$ cat src/rtl/wdt_pkg.sv
package wdt_pkg;

    // Watchdog operating state, derived each cycle from the control flags
    // and the expiry status of the counter.
    typedef enum logic [1:0] {
        WD_HELD     = 2'd0,
        WD_COUNTING = 2'd1,
        WD_EXPIRED  = 2'd2
    } wd_mode_e;

    // Status handed from the counter to the top-level output stage.
    typedef struct packed {
        logic expired;
        logic clearing;
    } wd_status_t;

    // Width needed to hold the values 0..limit inclusive.
    function automatic int unsigned wd_cnt_width(input int unsigned limit);
        return (limit < 1) ? 1 : $clog2(limit + 1);
    endfunction

    // Output encoding: the fault output is low only in the expired state.
    function automatic logic wd_fault_n(input wd_mode_e mode);
        return (mode != WD_EXPIRED);
    endfunction

endpackage

$ cat src/rtl/wdt_sync.sv
module wdt_sync #(
    parameter int unsigned STAGES = 2
) (
    input  logic clk_i,
    input  logic srst_i,
    input  logic async_i,
    output logic sync_o
);
    localparam int unsigned LAST = STAGES - 1;

    logic [LAST:0] chain_q;

    generate
        for (genvar i = 0; i < STAGES; i++) begin : g_stage
            if (i == 0) begin : g_first
                always_ff @(posedge clk_i) begin
                    if (srst_i) chain_q[0] <= 1'b0;
                    else        chain_q[0] <= async_i;
                end
            end else begin : g_rest
                always_ff @(posedge clk_i) begin
                    if (srst_i) chain_q[i] <= 1'b0;
                    else        chain_q[i] <= chain_q[i-1];
                end
            end
        end
    endgenerate

    assign sync_o = chain_q[LAST];

endmodule

$ cat src/rtl/wdt_edge_det.sv
module wdt_edge_det (
    input  logic clk_i,
    input  logic srst_i,
    input  logic sample_i,
    output logic edge_o
);
    logic prev_q;

    always_ff @(posedge clk_i) begin
        if (srst_i) prev_q <= 1'b0;
        else        prev_q <= sample_i;
    end

    // Either polarity counts as a kick.
    assign edge_o = sample_i ^ prev_q;


    edge_flag_chk: assert property (@(posedge clk_i) disable iff (srst_i)
        (sample_i != $past(sample_i)) |-> edge_o);

endmodule

$ cat src/rtl/wdt_timeout_ctr.sv
module wdt_timeout_ctr
    import wdt_pkg::*;
#(
    parameter int unsigned TIMEOUT_TICKS = 1000
) (
    input  logic       clk_i,
    input  logic       srst_i,
    input  logic       hold_i,
    input  logic       clear_i,
    output wd_status_t status_o
);
    localparam int unsigned     CNT_W = wd_cnt_width(TIMEOUT_TICKS);
    localparam logic [CNT_W-1:0] LIMIT = CNT_W'(TIMEOUT_TICKS);

    logic [CNT_W-1:0] cnt_q;
    logic [CNT_W-1:0] cnt_d;
    logic             at_limit;

    assign at_limit = (cnt_q == LIMIT);

    always_comb begin
        cnt_d = cnt_q;
        if (hold_i || clear_i)  cnt_d = '0;
        else if (!at_limit)     cnt_d = cnt_q + CNT_W'(1);
    end

    always_ff @(posedge clk_i) begin
        if (srst_i) cnt_q <= '0;
        else        cnt_q <= cnt_d;
    end

    assign status_o.expired  = at_limit;
    assign status_o.clearing = clear_i & ~hold_i;


    sat_bound_chk: assert property (@(posedge clk_i) disable iff (srst_i)
        cnt_q <= LIMIT);


    fault_latch_chk: assert property (@(posedge clk_i) disable iff (srst_i)
        (at_limit && !hold_i && !clear_i) |=> at_limit);


    count_step_chk: assert property (@(posedge clk_i) disable iff (srst_i)
        (!hold_i && !clear_i && !at_limit) |=> (cnt_q == $past(cnt_q) + CNT_W'(1)));


    held_clear_chk: assert property (@(posedge clk_i) disable iff (srst_i)
        hold_i |=> !at_limit);

endmodule

$ cat src/rtl/wdt_kick_monitor.sv
module wdt_kick_monitor
    import wdt_pkg::*;
#(
    parameter int unsigned TIMEOUT_TICKS = 1000,
    parameter int unsigned SYNC_STAGES   = 2
) (
    input  logic clk_i,
    input  logic srst_i,
    input  logic kick_i,
    input  logic sys_rst_active_i,
    input  logic wd_disable_i,
    output logic fault_n_o
);
    logic       kick_sync;
    logic       kick_edge;
    logic       hold;
    wd_status_t status;
    wd_mode_e   mode;

    assign hold = sys_rst_active_i | wd_disable_i;

    wdt_sync #(.STAGES(SYNC_STAGES)) u_sync (
        .clk_i   (clk_i),
        .srst_i  (srst_i),
        .async_i (kick_i),
        .sync_o  (kick_sync)
    );

    wdt_edge_det u_edge (
        .clk_i    (clk_i),
        .srst_i   (srst_i),
        .sample_i (kick_sync),
        .edge_o   (kick_edge)
    );

    wdt_timeout_ctr #(.TIMEOUT_TICKS(TIMEOUT_TICKS)) u_ctr (
        .clk_i    (clk_i),
        .srst_i   (srst_i),
        .hold_i   (hold),
        .clear_i  (kick_edge),
        .status_o (status)
    );

    always_comb begin
        if (hold)                mode = WD_HELD;
        else if (status.expired) mode = WD_EXPIRED;
        else                     mode = WD_COUNTING;
    end

    assign fault_n_o = wd_fault_n(mode);


    held_high_chk: assert property (@(posedge clk_i) disable iff (srst_i)
        sys_rst_active_i |-> fault_n_o);


    off_high_chk: assert property (@(posedge clk_i) disable iff (srst_i)
        wd_disable_i |-> fault_n_o);


    kick_release_chk: assert property (@(posedge clk_i) disable iff (srst_i)
        (status.clearing && !sys_rst_active_i && !wd_disable_i) |=>
            (fault_n_o || $past(TIMEOUT_TICKS == 0)));

endmodule

$ cat config.mk
export PLATFORM = sky130hd
export DESIGN_NAME = wdt_kick_monitor
export DESIGN_NICKNAME = d
export VERILOG_FILES = /design/src/rtl/wdt_pkg.sv /design/src/rtl/wdt_sync.sv /design/src/rtl/wdt_edge_det.sv /design/src/rtl/wdt_timeout_ctr.sv /design/src/rtl/wdt_kick_monitor.sv
export SDC_FILE = /design/constraint.sdc
export NUM_CORES = 1
export LEC_CHECK = 0
export BUFFER_PORTS_ARGS = -buffer_cell sky130_fd_sc_hd__buf_4
export CELL_PAD_IN_SITES_DETAIL_PLACEMENT = 2
export CELL_PAD_IN_SITES_GLOBAL_PLACEMENT = 2
export CORE_MARGIN = 2
export CORE_UTILIZATION = 30
export DETAILED_ROUTE_END_ITERATION = 10
export PLACE_DENSITY = 0.72
export RECOVER_POWER = 50
export SLEW_MARGIN = 5
export SYNTH_ARGS = -nofsm -noshare
export SYNTH_HDL_FRONTEND = slang
export SYNTH_SLANG_ARGS = --single-unit
export TNS_END_PERCENT = 20
$ cat constraint.sdc
create_clock -name clk_i -period 1.15 [get_ports clk_i]
set_input_delay 0.115 -clock clk_i [delete_from_list [all_inputs] [get_ports clk_i]]
set_output_delay 0.115 -clock clk_i [all_outputs]
set_load 0.01 [all_outputs]
==> reports/results.ini, run 1 <==
[timing]
period_share_pct = 135
report.final.slew_viol_count = 0
rsz0062_at_grt = true
tns_ns = -1.44
finalSetupViolCount = 10
setup_ws_ns = -0.401
worstMarginPinSlew_ns = 0.422
fmax_mhz = 645
final_hold_viol_count = 0
fin_skew_ns = 0.00895
fin_crit_ns = 1.55
slew_headroom_pct = 71.6

[cts]
path_clk_slew_ns = 0.09
cts_tree = built
worstSkewPairLatency_ns = 0.28
htreeDepth = 1
cts_buffers = 3
postCtsHoldBufs = 0
cts_buffer_depth = 2
cts_root_buf = clkbuf_4
cts_sinks = 13

[grt]
antenna_found_initial = 0
grt_pass1_vias = 659
track_usage_pct = 20.7
grt.overflow.total = 0
grt_pass1_wl_um = 3180
grt_max_degree = 9

[power_and_ir_drop]
power_leakage_nw = 0.329
irDropWorstVdd_uv = 522
p_per_area_nw_per_um2 = 902

[setup_path]
worstPathCellList = nand3b_1, nor4_4, nand2_1, buf_6
cpPeakStageDelay_ns = 0.36
r2r_slack_ns = -0.17
path_class = flop to output pin
cp_slowest_cell = nor4_4
worst-path-buf-inv = 1
end_kind = output pin
critPathTopFamily = simple AND/OR/NAND/NOR gates
worst_ep_required_time_ns = 1.03
path_max_fanout = 3
crit_path_start_kind = flop
cp.arrival_ns = 1.44

[synthesis]
syn_inst = 64
synth_cell_types = 23
yosysMostFrequentCell = dfxtp_1
synthTopCellsByArea = dfxtp_1, nand3_1, a21oi_1
yosysSeqAreaShare_pct = 44.8
synth-seq-cells = 13
synth_top_area_share_pct = 44.8
yosys_warnings = 0
synth_edf_count = 0
avgSynthCellArea_um2 = 9.07
ys_async_sr_fraction_pct = 0
ys_top_cells_by_count = dfxtp_1, nand2_1, nand3_1, a21oi_1
yosys.area.top_type = dfxtp_1
synth_nets = 71
synth_ff_type = dfxtp_1
syn_area_um2 = 581

[placed_design]
portBuffers = 5
hpwl_um = 1210
gp_congestion = 0.712
dpl_cell_area_um2 = 803

[final_layout]
num-fill-cells = 203
syn_to_final_growth_pct = 55.4
nets = 102
antenna_cells = 0
layout-drive-gt1-share_pct = 50.0
post-route-cell-area_um2 = 902

[floorplanning]
boundaryPins = 6
dieArea_um2 = 2300
coreArea_um2 = 1760
fp.dieH_um = 48.0
die_x_um = 48.0
start_util_pct = 32.9
fp-row-count = 15

[drt]
wl_um = 2010
vias = 615
vias_per_cell = 5.17
drtIter0Drc = 8
dr.pass1.iters = 3
drc = 0
antenna_left = 0
avgRoutedWirePerCell_um = 16.9

[hold_path]
hold_class = input port to flop

[run_status]
violations = negative setup slack
status = finished, violations left

[flow_run]
cap_violations = 0

==> logic make-up (layout without fill, tap and decap cells) <==
logic type | after synthesis | in the layout | share of synthesized area [%]
XOR/XNOR | 3 | 3 | 4.53
flip-flops | 13 | 13 | 44.8
multiplexers | 2 | 2 | 3.45
buffers and inverters | 3 | 33 | 1.94
AND/OR/NAND/NOR | 30 | 30 | 30.0
adder cells (fa/ha/maj) | 2 | 2 | 4.31
AO/OA/AOI/OAI | 11 | 11 | 11.0
==> through the flow <==
stage / power, W / setup WS, ns / std cells / util, % / hold WS (ns)
6_report: 0.000814 / -0.401 / 119 / 51.1 / 0.0170
4_1_cts: 0.000811 / -0.371 / 119 / 50.9 / 0.00749
5_1_grt: 0.000853 / -0.478 / 119 / 51.1 / 0.0124
3_3_place_gp: 0.000513 / -0.166 / 112 / 45.5 / 0.304
2_1_floorplan: 0.000488 / -0.0534 / 64 / - / 0.187
3_5_place_dp: 0.000514 / -0.214 / 112 / 45.5 / 0.308
==> worst reg2reg max path, stage by stage, from the launching register on <==
cell and delay, ns:
dfxtp_2 0.34, nand3b_1 0.20, nor4_4 0.36, buf_4 0.19, mux2i_1 0.17
==> power by group <==
group          switching (W)  leakage, nW   total, W  internal, W
sequential        0.00000304        0.109   0.000457     0.000454
clock               0.000161       0.0150   0.000295     0.000134
combinational      0.0000318        0.204  0.0000618    0.0000300
total               0.000196        0.329   0.000814     0.000618
==> routing by layer <==
layer | up-vias | global-route usage, % | share of wire [%]
li1 | 295 | - | -
met1 | 308 | 24.9 | 43
met2 | 8 | 38.4 | 53
met3 | 4 | 2.64 | 1.8
met4 | 0 | 5.41 | 1.7
met5 | - | 0 | 0
==> flip-flops by register name, summed over array words and instances (netlist names) <==
signal	count
u_ctr.cnt_q	10
u_edge.prev_q	1
u_sync.chain_q	1
u_sync.sync_o	1
==> cells in the final DEF (no fill, tap or decap), types with 2 or more instances in the layout <==
cell type / n
buf_4: 23
nand3_1: 6
dfxtp_2: 6
dfxtp_1: 6
a21oi_1: 4
clkbuf_4: 4
inv_2: 3
nor2_1: 3
nand2_1: 3
nor2b_1: 3
o31ai_1: 3
or4_1: 3
nand2_2: 2
mux2i_1: 2
o21ai_0: 2
or3_1: 2
xor2_1: 2
ha_4: 2
buf_6: 2
==> final timing paths <==
check / start / depth (start not counted) / endpoint
setup / recovery: u_ctr.cnt_q[4] / 4 / fault_n_o
hold / removal: srst_i / 2 / u_sync.chain_q[0]
setup reg to reg: u_ctr.cnt_q[4] / 4 / u_ctr.cnt_q[0]
hold reg to reg: u_sync.chain_q[0] / 1 / u_sync.sync_o
==> cell type report <==
class,count,area (µm²),area share [%]
Clock buffer,4,26.3,2.91
Timing Repair Buffer,26,203,22.5
Multi-Input combinational cell,48,359,39.8
Tap cell,25,31.3,3.47
Sequential cell,13,272,30.1
Inverter,3,11.3,1.25
==> timing repair <==
item | CTS | global route
resized for setup | 13 | 2
pin swaps | 7 | 2
setup buffers | 3 | 1
endpoints found under the hold margin | 0 | 0
setup endpoints to repair | 9 | 11
Note: power is estimated with default switching activity, not from simulation.
==> run 2, diff against run 1 <==
==> constraint.sdc (replaced) <==
create_clock -name clk_i -period 1.15 [get_ports clk_i]
set_input_delay 0.23 -clock clk_i [delete_from_list [all_inputs] [get_ports clk_i]]
set_output_delay 0.23 -clock clk_i [all_outputs]
set_load 0.01 [all_outputs]
==> reports/results.ini, run 2 (synthesis gave the netlist of run 1 again) <==
[run_status]
status = finished, violations left
violations = negative setup slack

[power_and_ir_drop]
irDropWorstVdd_uv = 623
p_per_area_nw_per_um2 = 887
power_w = 0.000810
power_leakage_nw = 0.334

[grt]
grt.met1_usage_pct = 21.9
grt_max_degree = 9
busiest_layer = met2
grt_pass1_vias = 677
grt.overflow.total = 0
grtUsageMet2_pct = 36.3
use_met3_pct = 7.17
grt_pass1_wl_um = 3150
track_usage_pct = 20.9
antenna_found_initial = 0

[cts]
postCtsHoldBufs = 0
htreeDepth = 1
cts_buffer_depth = 2
cts_root_buf = clkbuf_4
cts_sinks = 13
worstSkewPairLatency_ns = 0.29
cts_tree = built
cts_buffers = 3
path_clk_slew_ns = 0.09

[timing]
rsz0062_at_grt = true
fin_crit_ns = 1.63
fmax_mhz = 612
slew_headroom_pct = 78.4
finalSetupViolCount = 10
worstMarginPinSlew_ns = 0.322
report.final.slew_viol_count = 0
period_share_pct = 142
final_hold_viol_count = 0
setup_ws_ns = -0.483
fin_skew_ns = 0.00935

[final_layout]
layout-drive-gt1-share_pct = 54.8
syn_to_final_growth_pct = 57.3
nets = 101
final_common_cell = buf_4
final_cell_mix = buf_4, dfxtp_2, nand3_1
final_core_util_pct = 51.8
regMostFlops = u_ctr.cnt_q
largest_register_ffs = 10
antenna_cells = 0

[floorplanning]
coreArea_um2 = 1760
start_util_pct = 32.9
dieArea_um2 = 2300
boundaryPins = 6
fp.dieH_um = 48.0
die_x_um = 48.0
fp-row-count = 15

[placed_design]
portBuffers = 5
gp_congestion = 0.826
hpwl_um = 1330

[setup_path]
cpPeakStageDelay_ns = 0.35
path_class = flop to output pin
worstPathCellList = nand3b_1, nor4_4, nand2_1, buf_6
path_max_fanout = 3
cp_slowest_cell = dfxtp_2
reg2reg_depth = 4
worst_ep_required_time_ns = 0.92
cp.arrival_ns = 1.40
end_kind = output pin
crit_path_start_kind = flop

[drt]
antenna_left = 0
avgRoutedWirePerCell_um = 16.8
drtIter0Drc = 4
drc = 0
wl_um = 1980
dr.pass1.iters = 4
vias_per_cell = 5.19
vias = 613

[flow_run]
cap_violations = 0

[hold_path]
holdPathStages = 2
hold_class = input port to flop

==> run 2: cell count changes in the layout (fill, tap and decap cells not counted), moves of 2 or more <==
| cell | delta |
|---|---|
| inv_2 | -2 |
| or4_4 | +2 |
| inv_1 | +2 |
| a21oi_2 | +2 |
| dfxtp_1 | -2 |
| or4_1 | -2 |
| a21oi_1 | -2 |
==> run 2: layer usage <==
layer	vias to the layer above	part of all wire, %
met5	-	0
met4	0	2.7
met3	6	3.1
met2	13	54
met1	304	40
li1	290	-
==> run 2: cell type report <==
class / count / area [µm²]
Clock buffer: 3 / 22.5
Clock inverter: 1 / 5.00
Fill cell: 198 / 851
Inverter: 3 / 11.3
Multi-Input combinational cell: 48 / 372
Sequential cell: 13 / 277
Tap cell: 25 / 31.3
Timing Repair Buffer: 25 / 195
==> run 2: worst paths after layout <==
path / start / end / slack [ns]
min: srst_i / u_sync.chain_q[0] / 0.11
max: u_ctr.cnt_q[4] / fault_n_o / -0.48
max reg2reg: u_ctr.cnt_q[5] / u_ctr.cnt_q[9] / -0.25
min reg2reg: u_sync.chain_q[0] / u_sync.sync_o / 0.45
==> run 2: repair_timing <==
| action | in CTS | in global routing |
|---|---|---|
| buffers inserted | 2 | 1 |
| resized for setup | 14 | 7 |
| setup endpoints to repair | 10 | 10 |
| pin swaps | 7 | 1 |
==> run 2: worst max-delay path, delay by kind of cell, from the launching register on <==
family	cells	cell delay [ns]
flip-flops	1	0.35
AND/OR/NAND/NOR	3	0.63
buffers and inverters	1	0.14
==> run 2: power by group <==
group | internal, W | switching, W
clock network | 0.000129 | 0.000168
logic | 0.0000285 | 0.0000277
registers | 0.000452 | 0.00000474
total | 0.000610 | 0.000200
==> run 2: through the flow <==
step	std cells	hold slack, ns	setup TNS [ns]	setup WS (ns)	instance area, µm²
2_1_floorplan	64	0.302	-0.263	-0.0807	596
3_3_place_gp	111	0.418	-0.786	-0.143	792
3_5_place_dp	111	0.425	-1.22	-0.217	792
4_1_cts	117	0.113	-1.39	-0.438	878
5_1_grt	118	0.108	-2.09	-0.541	913
6_report	118	0.111	-1.60	-0.483	913
==> run 3, diff against run 2 <==
--- a/config.mk
+++ b/config.mk
@@ -5,13 +5,14 @@
 export SDC_FILE = /design/constraint.sdc
 export NUM_CORES = 1
 export LEC_CHECK = 0
+export ABC_AREA = 1
 export BUFFER_PORTS_ARGS = -buffer_cell sky130_fd_sc_hd__buf_4
 export CELL_PAD_IN_SITES_DETAIL_PLACEMENT = 2
 export CELL_PAD_IN_SITES_GLOBAL_PLACEMENT = 2
 export CORE_MARGIN = 2
-export CORE_UTILIZATION = 30
+export CORE_UTILIZATION = 28
 export DETAILED_ROUTE_END_ITERATION = 10
-export PLACE_DENSITY = 0.72
+export PLACE_DENSITY = 0.71
 export RECOVER_POWER = 50
 export SLEW_MARGIN = 5
 export SYNTH_ARGS = -nofsm -noshare
==> reports/results.ini, run 3 <==
[run_status]
status = finished, violations left
violations = negative setup slack

[timing]
slew_headroom_pct = 84.0
report.final.slew_viol_count = 0
fin_skew_ns = 0.00309
finalSetupViolCount = 4
setup_ws_ns = -0.288
fin_crit_ns = 1.44
final_hold_viol_count = 0
period_share_pct = 125
rsz0062_at_grt = true
fmax_mhz = 696
worstMarginPinSlew_ns = 0.237

[synthesis]
synthTopCellsByArea = dfxtp_1, nand2_1, inv_1
synth_top_area_share_pct = 39.5
yosys.area.top_type = dfxtp_1
yosys_warnings = 0
synth-seq-cells = 13
yosysMostFrequentCell = nand2_1
ys_top_cells_by_count = nand2_1, inv_1, dfxtp_1, nor2_1, nand3_1
avgSynthCellArea_um2 = 7.48
synth_cell_types = 16
ys_async_sr_fraction_pct = 0
syn_inst = 88
synth_ff_type = dfxtp_1
syn_area_um2 = 658
synth_nets = 95
synth_edf_count = 0
yosysSeqAreaShare_pct = 39.5

[placed_design]
gp_congestion = 0.695
hpwl_um = 1250
dp.cells = 130
pre_cts_slack_ns = -0.149
portBuffers = 5

[drt]
drtIter0Drc = 4
drc = 0
vias = 600
vias_per_cell = 4.32
wl_um = 1800
dr.pass1.iters = 2
avgRoutedWirePerCell_um = 12.9
antenna_left = 0

[flow_run]
cap_violations = 0

[grt]
grt_pass1_vias = 673
grt_pass1_wl_um = 2890
grt_max_degree = 8
antenna_found_initial = 0
grt.overflow.total = 0
track_usage_pct = 15.0

[final_layout]
syn_to_final_growth_pct = 43.0
antenna_cells = 0
nets = 119
layout-drive-gt1-share_pct = 38.7
final_common_cell = nand2_1
final_cell_mix = nand2_1, inv_1, buf_4, dfxtp_1, nor2_1
largest_register_ffs = 10
fin_cells = 139
regMostFlops = u_ctr.cnt_q

[cts]
worstSkewPairLatency_ns = 0.28
htreeDepth = 1
cts_buffer_depth = 2
cts_tree = built
cts_sinks = 13
cts_buffers = 3
cts_root_buf = clkbuf_4
path_clk_slew_ns = 0.08

[setup_path]
path_class = flop to output pin
crit_start = u_ctr.cnt_q[0]
worst_ep_required_time_ns = 0.92
end_kind = output pin
crit_path_start_kind = flop
path_max_fanout = 2
reg2reg_from = u_ctr.cnt_q[0]
cp.arrival_ns = 1.21

[floorplanning]
coreArea_um2 = 2210
boundaryPins = 6
fp-row-count = 17
fp.dieH_um = 52.5
die_x_um = 52.5
dieArea_um2 = 2750
start_util_pct = 29.8

[power_and_ir_drop]
p_per_area_nw_per_um2 = 855
power_leakage_nw = 0.371
irDropWorstVdd_uv = 441

[hold_path]
hp-start = kick_i
hold_class = input port to flop

## run 3: final cells by class
cell class / instances / area [µm²]
Clock buffer: 4 / 26.3
Multi-Input combinational cell: 56 / 394
Tap cell: 28 / 35.0
Fill cell: 279 / 1270
Sequential cell: 13 / 264
Inverter: 19 / 71.3
Timing Repair Buffer: 19 / 150
## run 3: final timing paths
kind / depth (start not counted) / to / slack, ns
max: 6 / fault_n_o / -0.29
min reg2reg: 2 / u_sync.sync_o / 0.41
min: 3 / u_sync.chain_q[0] / 0.16
max reg2reg: 10 / u_ctr.cnt_q[0] / -0.13
## run 3: repair_timing
item,4_1_cts,5_1_grt
endpoints found under the setup margin,5,10
hold endpoints to repair,0,0
resized for setup,8,11
buffers inserted,5,2
hold buffers,0,0
pin swaps,4,7
## run 3: kinds of logic (layout without fill, tap and decap cells)
kind of cell | after synthesis | after routing | synth area share (%)
fa+ha+maj | 2 | 2 | 3.80
simple gates | 44 | 44 | 34.8
xor+xnor | 5 | 5 | 6.66
compound gates | 5 | 5 | 4.37
flops | 13 | 13 | 39.5
buf+inv | 19 | 42 | 10.8
## run 3: power breakdown
group          internal [W]  switching [W]   total, W
sequential         0.000456     0.00000305   0.000459
combinational     0.0000262      0.0000282  0.0000544
clock              0.000135       0.000156   0.000291
## run 3: worst max-delay path: stages, from the launching register on
cell and delay [ns]:
dfxtp_2 0.33, inv_2 0.08, ha_4 0.15, nand3_4 0.07, nor2_4 0.11, nand3_2 0.07
buf_6 0.12
## run 3: metrics by stage
step / util [%] / cell area [µm²] / hold slack, ns / power [W] / setup TNS (ns)
after global placement: 36.1 / 798 / 0.402 / 0.000513 / -0.0362
after floorplan: - / 658 / 0.301 / 0.000491 / 0
after CTS: 40.0 / 885 / 0.114 / 0.000819 / -1.07
after global routing: 42.5 / 941 / 0.166 / 0.000848 / -1.33
after detailed placement: 36.1 / 798 / 0.403 / 0.000515 / -0.315
final: 42.5 / 941 / 0.159 / 0.000804 / -0.633
## run 3: routing by layer
metal | GRT usage, % | up-vias | wire length, µm | part of all wire, %
met5 | 0 | - | 0 | 0
met4 | 3.85 | 0 | 17 | 0.95
met3 | 6.00 | 2 | 54 | 3.0
met2 | 26.0 | 8 | 980 | 55
met1 | 17.0 | 285 | 744 | 41
li1 | - | 305 | - | -
